`src/rtl/zt_sram_pkg.sv`:
```
package zt_sram_pkg;

    // Operation held in each pipeline slot
    typedef enum logic [1:0] {
        OP_IDLE  = 2'd0,
        OP_READ  = 2'd1,
        OP_WRITE = 2'd2
    } slot_op_e;

    // Number of low address bits stepped by a burst
    localparam int unsigned BURST_BITS = 2;

    // Next burst lane: linear, wrapping inside the burst window
    function automatic logic [BURST_BITS-1:0] burst_next(input logic [BURST_BITS-1:0] lane);
        return lane + {{(BURST_BITS-1){1'b0}}, 1'b1};
    endfunction

    // Decode of the three chip enables
    function automatic logic chip_selected(input logic c0_n, input logic c1, input logic c2_n);
        return !c0_n && c1 && !c2_n;
    endfunction

endpackage

```
`src/rtl/zt_sram_load.sv`:
```
module zt_sram_load
    import zt_sram_pkg::*;
#(
    parameter int unsigned ADDR_W = 6
) (
    input  logic              clk,
    input  logic              rst,
    input  logic              cen_n,
    input  logic              ce0_n,
    input  logic              ce1,
    input  logic              ce2_n,
    input  logic              adv_ld_n,
    input  logic              we_n,
    input  logic [ADDR_W-1:0] addr,
    output slot_op_e          s1_op,
    output logic [ADDR_W-1:0] s1_addr
);

    localparam int unsigned HI_W = ADDR_W - BURST_BITS;

    slot_op_e          op_q;
    logic [ADDR_W-1:0] addr_q;
    logic              sel;

    assign sel = chip_selected(ce0_n, ce1, ce2_n);

    always_ff @(posedge clk) begin
        if (rst) begin
            op_q   <= OP_IDLE;
            addr_q <= '0;
        end else if (!cen_n) begin
            if (!adv_ld_n) begin
                if (sel) begin
                    op_q   <= we_n ? OP_READ : OP_WRITE;
                    addr_q <= addr;
                end else begin
                    op_q   <= OP_IDLE;
                end
            end else if (op_q != OP_IDLE) begin
                addr_q <= {addr_q[ADDR_W-1 -: HI_W], burst_next(addr_q[BURST_BITS-1:0])};
            end
        end
    end

    assign s1_op   = op_q;
    assign s1_addr = addr_q;

    AST_DESEL_STAYS: assert property (@(posedge clk) disable iff (rst)
        (!cen_n && adv_ld_n && op_q == OP_IDLE) |=> (op_q == OP_IDLE))
        else $error("AST_DESEL_STAYS");

    AST_CE_IGNORED_IN_BURST: assert property (@(posedge clk) disable iff (rst)
        (!cen_n && adv_ld_n && op_q != OP_IDLE) |=> (op_q == $past(op_q)))
        else $error("AST_CE_IGNORED_IN_BURST");

endmodule

```
`src/rtl/zt_sram_core.sv`:
```
module zt_sram_core
    import zt_sram_pkg::*;
#(
    parameter int unsigned ADDR_W = 6,
    parameter int unsigned NBYTES = 4,
    parameter int unsigned BYTE_W = 9
) (
    input  logic                     clk,
    input  logic                     rst,
    input  logic                     cen_n,
    input  slot_op_e                 s1_op,
    input  logic [ADDR_W-1:0]        s1_addr,
    input  logic [NBYTES-1:0]        bsel_n,
    input  logic [NBYTES*BYTE_W-1:0] wdata,
    output logic [NBYTES*BYTE_W-1:0] rd_q,
    output logic                     rd_vld
);

    localparam int unsigned DATA_W = NBYTES * BYTE_W;
    localparam int unsigned DEPTH  = 1 << ADDR_W;

    logic [DATA_W-1:0] mem [DEPTH];
    slot_op_e          s2_op;
    logic [ADDR_W-1:0] s2_addr;
    logic [DATA_W-1:0] old_word;
    logic [DATA_W-1:0] wr_word;
    logic [DATA_W-1:0] rd_word;
    logic              fwd_hit;

    assign old_word = mem[s2_addr];

    // Lane merge of the pending write with the stored word
    for (genvar b = 0; b < NBYTES; b++) begin : g_lane
        assign wr_word[b*BYTE_W +: BYTE_W] = bsel_n[b] ? old_word[b*BYTE_W +: BYTE_W]
                                                       : wdata[b*BYTE_W +: BYTE_W];
    end

    // Read of the word being written on the same edge takes the merged value
    assign fwd_hit = (s2_op == OP_WRITE) && (s2_addr == s1_addr);
    assign rd_word = fwd_hit ? wr_word : mem[s1_addr];

    always_ff @(posedge clk) begin
        if (rst) begin
            s2_op   <= OP_IDLE;
            s2_addr <= '0;
            rd_vld  <= 1'b0;
            rd_q    <= '0;
            for (int i = 0; i < DEPTH; i++) begin
                mem[i] <= '0;
            end
        end else if (!cen_n) begin
            s2_op   <= s1_op;
            s2_addr <= s1_addr;
            rd_vld  <= (s1_op == OP_READ);
            if (s1_op == OP_READ) begin
                rd_q <= rd_word;
            end
            if (s2_op == OP_WRITE) begin
                mem[s2_addr] <= wr_word;
            end
        end
    end

    AST_RESET_EMPTY: assert property (@(posedge clk)
        rst |=> (!rd_vld && s2_op == OP_IDLE))
        else $error("AST_RESET_EMPTY");

    AST_STALL_HOLD: assert property (@(posedge clk) disable iff (rst)
        cen_n |=> ($stable(rd_q) && $stable(rd_vld) && $stable(s2_op) && $stable(s2_addr)))
        else $error("AST_STALL_HOLD");

    AST_READ_LATENCY: assert property (@(posedge clk) disable iff (rst)
        (!cen_n && s1_op == OP_READ) |=> rd_vld)
        else $error("AST_READ_LATENCY");

    AST_WRITE_RELEASE: assert property (@(posedge clk) disable iff (rst)
        (!cen_n && s1_op == OP_WRITE) |=> !rd_vld)
        else $error("AST_WRITE_RELEASE");

    AST_DESEL_PIPE: assert property (@(posedge clk) disable iff (rst)
        (!cen_n && s1_op == OP_IDLE) |=> !rd_vld)
        else $error("AST_DESEL_PIPE");

    AST_SLOT_SHIFT: assert property (@(posedge clk) disable iff (rst)
        (!cen_n) |=> (s2_op == $past(s1_op) && s2_addr == $past(s1_addr)))
        else $error("AST_SLOT_SHIFT");

endmodule

```
`src/rtl/zt_sram.sv`:
```
module zt_sram
    import zt_sram_pkg::*;
#(
    parameter int unsigned ADDR_W = 6,
    parameter int unsigned NBYTES = 4,
    parameter int unsigned BYTE_W = 9
) (
    input  logic                     clk,
    input  logic                     rst,
    input  logic                     cen_n,
    input  logic                     ce0_n,
    input  logic                     ce1,
    input  logic                     ce2_n,
    input  logic                     adv_ld_n,
    input  logic                     we_n,
    input  logic [NBYTES-1:0]        bsel_n,
    input  logic                     oe_n,
    input  logic [ADDR_W-1:0]        addr,
    input  logic [NBYTES*BYTE_W-1:0] bus_in,
    output logic [NBYTES*BYTE_W-1:0] bus_out,
    output logic                     bus_oe
);

    slot_op_e          s1_op;
    logic [ADDR_W-1:0] s1_addr;
    logic              rd_vld;

    zt_sram_load #(
        .ADDR_W (ADDR_W)
    ) i_load (
        .clk      (clk),
        .rst      (rst),
        .cen_n    (cen_n),
        .ce0_n    (ce0_n),
        .ce1      (ce1),
        .ce2_n    (ce2_n),
        .adv_ld_n (adv_ld_n),
        .we_n     (we_n),
        .addr     (addr),
        .s1_op    (s1_op),
        .s1_addr  (s1_addr)
    );

    zt_sram_core #(
        .ADDR_W (ADDR_W),
        .NBYTES (NBYTES),
        .BYTE_W (BYTE_W)
    ) i_core (
        .clk     (clk),
        .rst     (rst),
        .cen_n   (cen_n),
        .s1_op   (s1_op),
        .s1_addr (s1_addr),
        .bsel_n  (bsel_n),
        .wdata   (bus_in),
        .rd_q    (bus_out),
        .rd_vld  (rd_vld)
    );

    // Output enable acts without a clock on the drivers
    assign bus_oe = rd_vld && !oe_n;

    AST_BURST_STEP: assert property (@(posedge clk) disable iff (rst)
        (!cen_n && adv_ld_n && s1_op != OP_IDLE) |=>
        (s1_addr[BURST_BITS-1:0] == $past(s1_addr[BURST_BITS-1:0]) + 2'd1 &&
         s1_addr[ADDR_W-1:BURST_BITS] == $past(s1_addr[ADDR_W-1:BURST_BITS])))
        else $error("AST_BURST_STEP");

endmodule

```
`config.mk`:
```
export PLATFORM = sky130hd
export DESIGN_NAME = zt_sram
export DESIGN_NICKNAME = d
export VERILOG_FILES = /design/src/rtl/zt_sram_pkg.sv /design/src/rtl/zt_sram_load.sv /design/src/rtl/zt_sram_core.sv /design/src/rtl/zt_sram.sv
export SDC_FILE = /design/constraint.sdc
export NUM_CORES = 2
export LEC_CHECK = 0
export BUFFER_PORTS_ARGS = -buffer_cell sky130_fd_sc_hd__buf_2
export CAP_MARGIN = 25
export CELL_PAD_IN_SITES_DETAIL_PLACEMENT = 1
export CELL_PAD_IN_SITES_GLOBAL_PLACEMENT = 1
export CORE_UTILIZATION = 49
export DETAILED_ROUTE_END_ITERATION = 16
export PLACE_DENSITY = 0.73
export REMOVE_ABC_BUFFERS = 1
export SLEW_MARGIN = 20
export SYNTH_ARGS = -nofsm -noshare
export SYNTH_HDL_FRONTEND = slang
export SYNTH_SLANG_ARGS = --single-unit
```
`constraint.sdc`:
```
create_clock -name clk -period 6 [get_ports clk]
set_clock_uncertainty 0.2 [all_clocks]
set_input_delay 0.6 -clock clk [delete_from_list [all_inputs] [get_ports clk]]
set_output_delay 0.6 -clock clk [all_outputs]
set_load 0.005 [all_outputs]
```
==> results.cfg <==
[pwr]
power_density_mw_per_mm2 = 279.7
p_leak_nw = 44.39
irDropWorstVdd_mv = 0.3099
power_w = 0.03752

[critical_path]
cp_slowest_cell = dfxtp_4
crit_fanout = 31
crit_family = multiplexers
reg2reg_to = i_core.mem[53][35]$_SDFFCE_PN0P_
rrSetupSlack_ps = 1030
cp_common_cell = buf_4
crit_arrival_ps = 5430
critPathLaunchType = flop
ff2ff_path_depth = 7
path_class = flop to flop
worstPathCellList = buf_4 -> mux4_2 -> mux2i_1 -> o22ai_1 -> o32ai_4 -> buf_4 -> nor2_1
critPathMaxStageDelay_ps = 1010
cp.required_ps = 6460
critPathBufInv = 2
crit_path_end_kind = flop

[routing]
ant_nets = 0
routed_wl_um = 485500
route.detailed.drc = 0
via_per_inst = 7.067
post_drt_wl_per_cell_um = 39.83
route.vias.total = 86140
dr.pass1.iters = 8
drt_iter0_drc = 13740

[synth]
async_reset_ff_share_pct = 0
synth_top_area_share_pct = 56.89
synth_seq_cells = 2363
synth_flop_cell = edfxtp_1
synthCells = 8817
netlist_area_mm2 = 0.1216
synth.avg_cell_area_um2 = 13.79
ys_types = 61
yosys_warnings = 0
yosysTopAreaCell = edfxtp_1
seq_area_frac_synth_pct = 57.87
ys_top_cells_by_area = edfxtp_1, mux4_2, nor2_1
synth-edff-count = 2304

[worst_hold_path]
hp-start = rst
min_to = i_load.s1_addr[2]$_SDFFE_PP0P_
hold_depth = 3
min_path_type = primary input to flop

[clock_network]
cts_tree = yes
htree_levels = 5
clock_latency_ps = 960
cts-root-buf = clkbuf_16
ctsLongestPathBuffers = 4
cts_resized = 0
clkTransAtPathRegs_ps = 60
clock_sinks = 2363
numCtsBuffers = 280

[sta]
relSlewSlack_pct = 17.86
grt_setup_unrepaired = no
setup_viol = 0
finalHoldViolCount = 0
setup_tns_ps = 0
max_freq_mhz = 201.0
fin_crit_ps = 4974
drv_slew = 0
tightestPinTransition_ps = 1219
min_period_over_period_pct = 82.91

[die]
core_mm2 = 0.2464
rows = 182
die_w_um = 500.2
io_pins = 92
dieHeight_um = 500.2
initial_core_util_pct = 49.35
die-area_mm2 = 0.2502

[final_layout]
drive_gt1_share_pct = 21.66
fin_nets = 8718
design_area_mm2 = 0.1341
area_growth_pct = 10.31

[global_routing]
grt_remaining_overflow = 0
first_global_vias = 86200
grt_pass1_wl_um = 672300
grt_max_degree = 84
grt_use_total_pct = 38.56
grt_antenna_before_repair = 63

[place]
finalWeightedCongestion = 1.000
place_area_mm2 = 0.1255
post-dp-hpwl_um = 315600
portBuffers = 91

[status]
status = complete, no violations

[run]
max_cap_viol_count = 0
## cell usage in the layout, fill, tap and decap left out, drive strengths merged, types with 21 or more instances in the layout
cell type | netlist | final
nor2 | 2410 | 2410
edfxtp | 2304 | 2304
mux4 | 868 | 868
mux2i | 819 | 819
buf | 504 | 482
clkbuf | 436 | 367
nand2 | 271 | 271
a22oi | 148 | 148
o211ai | 135 | 135
a21oi | 129 | 129
o21ai | 105 | 105
clkinv | 0 | 91
a221oi | 71 | 71
nand2b | 69 | 69
nand3 | 67 | 67
o22ai | 66 | 66
dfxtp | 59 | 59
o22a | 40 | 40
a22o | 38 | 38
nand4 | 36 | 36
a31oi | 36 | 36
o32ai | 35 | 35
diode | 0 | 29
and4 | 28 | 28
a211oi | 21 | 21
## report_power, final
group          internal, W  switching (W)
Sequential          0.0186       0.000320
Clock              0.00924        0.00687
Combinational     0.000769        0.00172
Total               0.0286        0.00891
## cell usage after synthesis (18+ instances only)
cell type / instances
a211oi_1: 21
a21oi_1: 129
a221oi_1: 71
a22o_1: 38
a22oi_1: 148
a31oi_1: 36
and4_1: 28
buf_1: 51
buf_2: 140
buf_4: 187
buf_6: 126
clkbuf_1: 435
dfxtp_1: 59
edfxtp_1: 2304
mux2i_1: 819
mux4_2: 868
nand2_1: 271
nand2b_1: 69
nand3_1: 67
nand4_1: 36
nor2_1: 2410
nor2b_1: 18
o211ai_1: 135
o21ai_0: 105
o22a_1: 40
o22ai_1: 66
o32ai_2: 32
## cells by family (layout without fill, tap and decap cells)
group / Yosys count / count (layout) / share of synthesized area, %
AO/OA/AOI/OAI: 848 / 848 / 5.053
flip-flops: 2363 / 2363 / 57.87
other: 0 / 29 / 0
multiplexers: 1692 / 1692 / 22.86
AND/OR/NAND/NOR: 2963 / 2963 / 9.757
buffers and inverters: 945 / 977 / 4.417
XOR/XNOR: 6 / 6 / 0.04321
## worst register-to-register path, stage by stage (launching register included)
cell and delay, ps:
dfxtp_4 1010, buf_4 500, mux4_2 560, mux2i_1 750, o22ai_1 280, o32ai_4 780
buf_4 500, nor2_1 110
## metal layers
metal / vias up / wire length, µm / track usage, %
li1: 33190 / - / -
met1: 45160 / 170400 / 49.70
met2: 6463 / 215100 / 57.31
met3: 1286 / 74070 / 15.41
met4: 46 / 25610 / 17.31
met5: - / 310 / 0.2122
## how the worst max path moves through the flow
stage          startpoint                          endpoint  slack [ps]  cells past startpoint
2_1_floorplan        flop      i_core.rd_q[35]$_SDFFE_PP0P_      -27600                      7
3_3_place_gp        cen_n  i_core.mem[39][17]$_SDFFCE_PN0P_        1250                      7
3_5_place_dp        cen_n  i_core.mem[39][17]$_SDFFCE_PN0P_        1250                      7
4_1_cts              flop  i_core.mem[62][29]$_SDFFCE_PN0P_        1290                      9
5_1_grt              flop   i_core.mem[32][8]$_SDFFCE_PN0P_         920                      8
6_report             flop  i_core.mem[53][35]$_SDFFCE_PN0P_        1030                      7
## state kept, by name (all words and copies together), names as in the netlist, named ones only
name / flops
i_load.s1_addr: 6
i_core.rd_vld: 1
i_core.rd_q: 36
i_core.s2_addr: 6
i_core.mem: 2304
i_load.s1_op: 2
i_core.s2_op: 2
## timing repair
action | CTS | global route
hold buffers | 20 | 0
buffers inserted | 0 | 0
endpoints found under the hold margin | 22 | 0
setup endpoints to repair | 0 | 0
## through the flow
stage | hold slack [ps] | util [%] | setup slack (ps) | cells
floorplan | 249.5 | - | -27600 | 7877
global placement | 264.1 | 50.90 | 1254 | 11660
detailed placement | 262.8 | 50.92 | 1254 | 11660
CTS | 12.53 | 54.37 | 1289 | 12150
global route | 78.48 | 54.43 | 922.9 | 12170
finish | 36.88 | 54.44 | 1026 | 12190
## final cells by class
| class | instances | area (µm²) |
|---|---|---|
| diodes | 29 | 72.57 |
| well taps | 3312 | 4144 |
| clock inverters | 103 | 680.7 |
| clock buffers | 365 | 7629 |
| multi-input cells | 5509 | 46730 |
| fillers | 23750 | 112200 |
| flip-flops and latches | 2363 | 70400 |
| repair buffers | 504 | 4467 |
| inverters | 5 | 27.53 |
(Power assumes the default switching activity.)
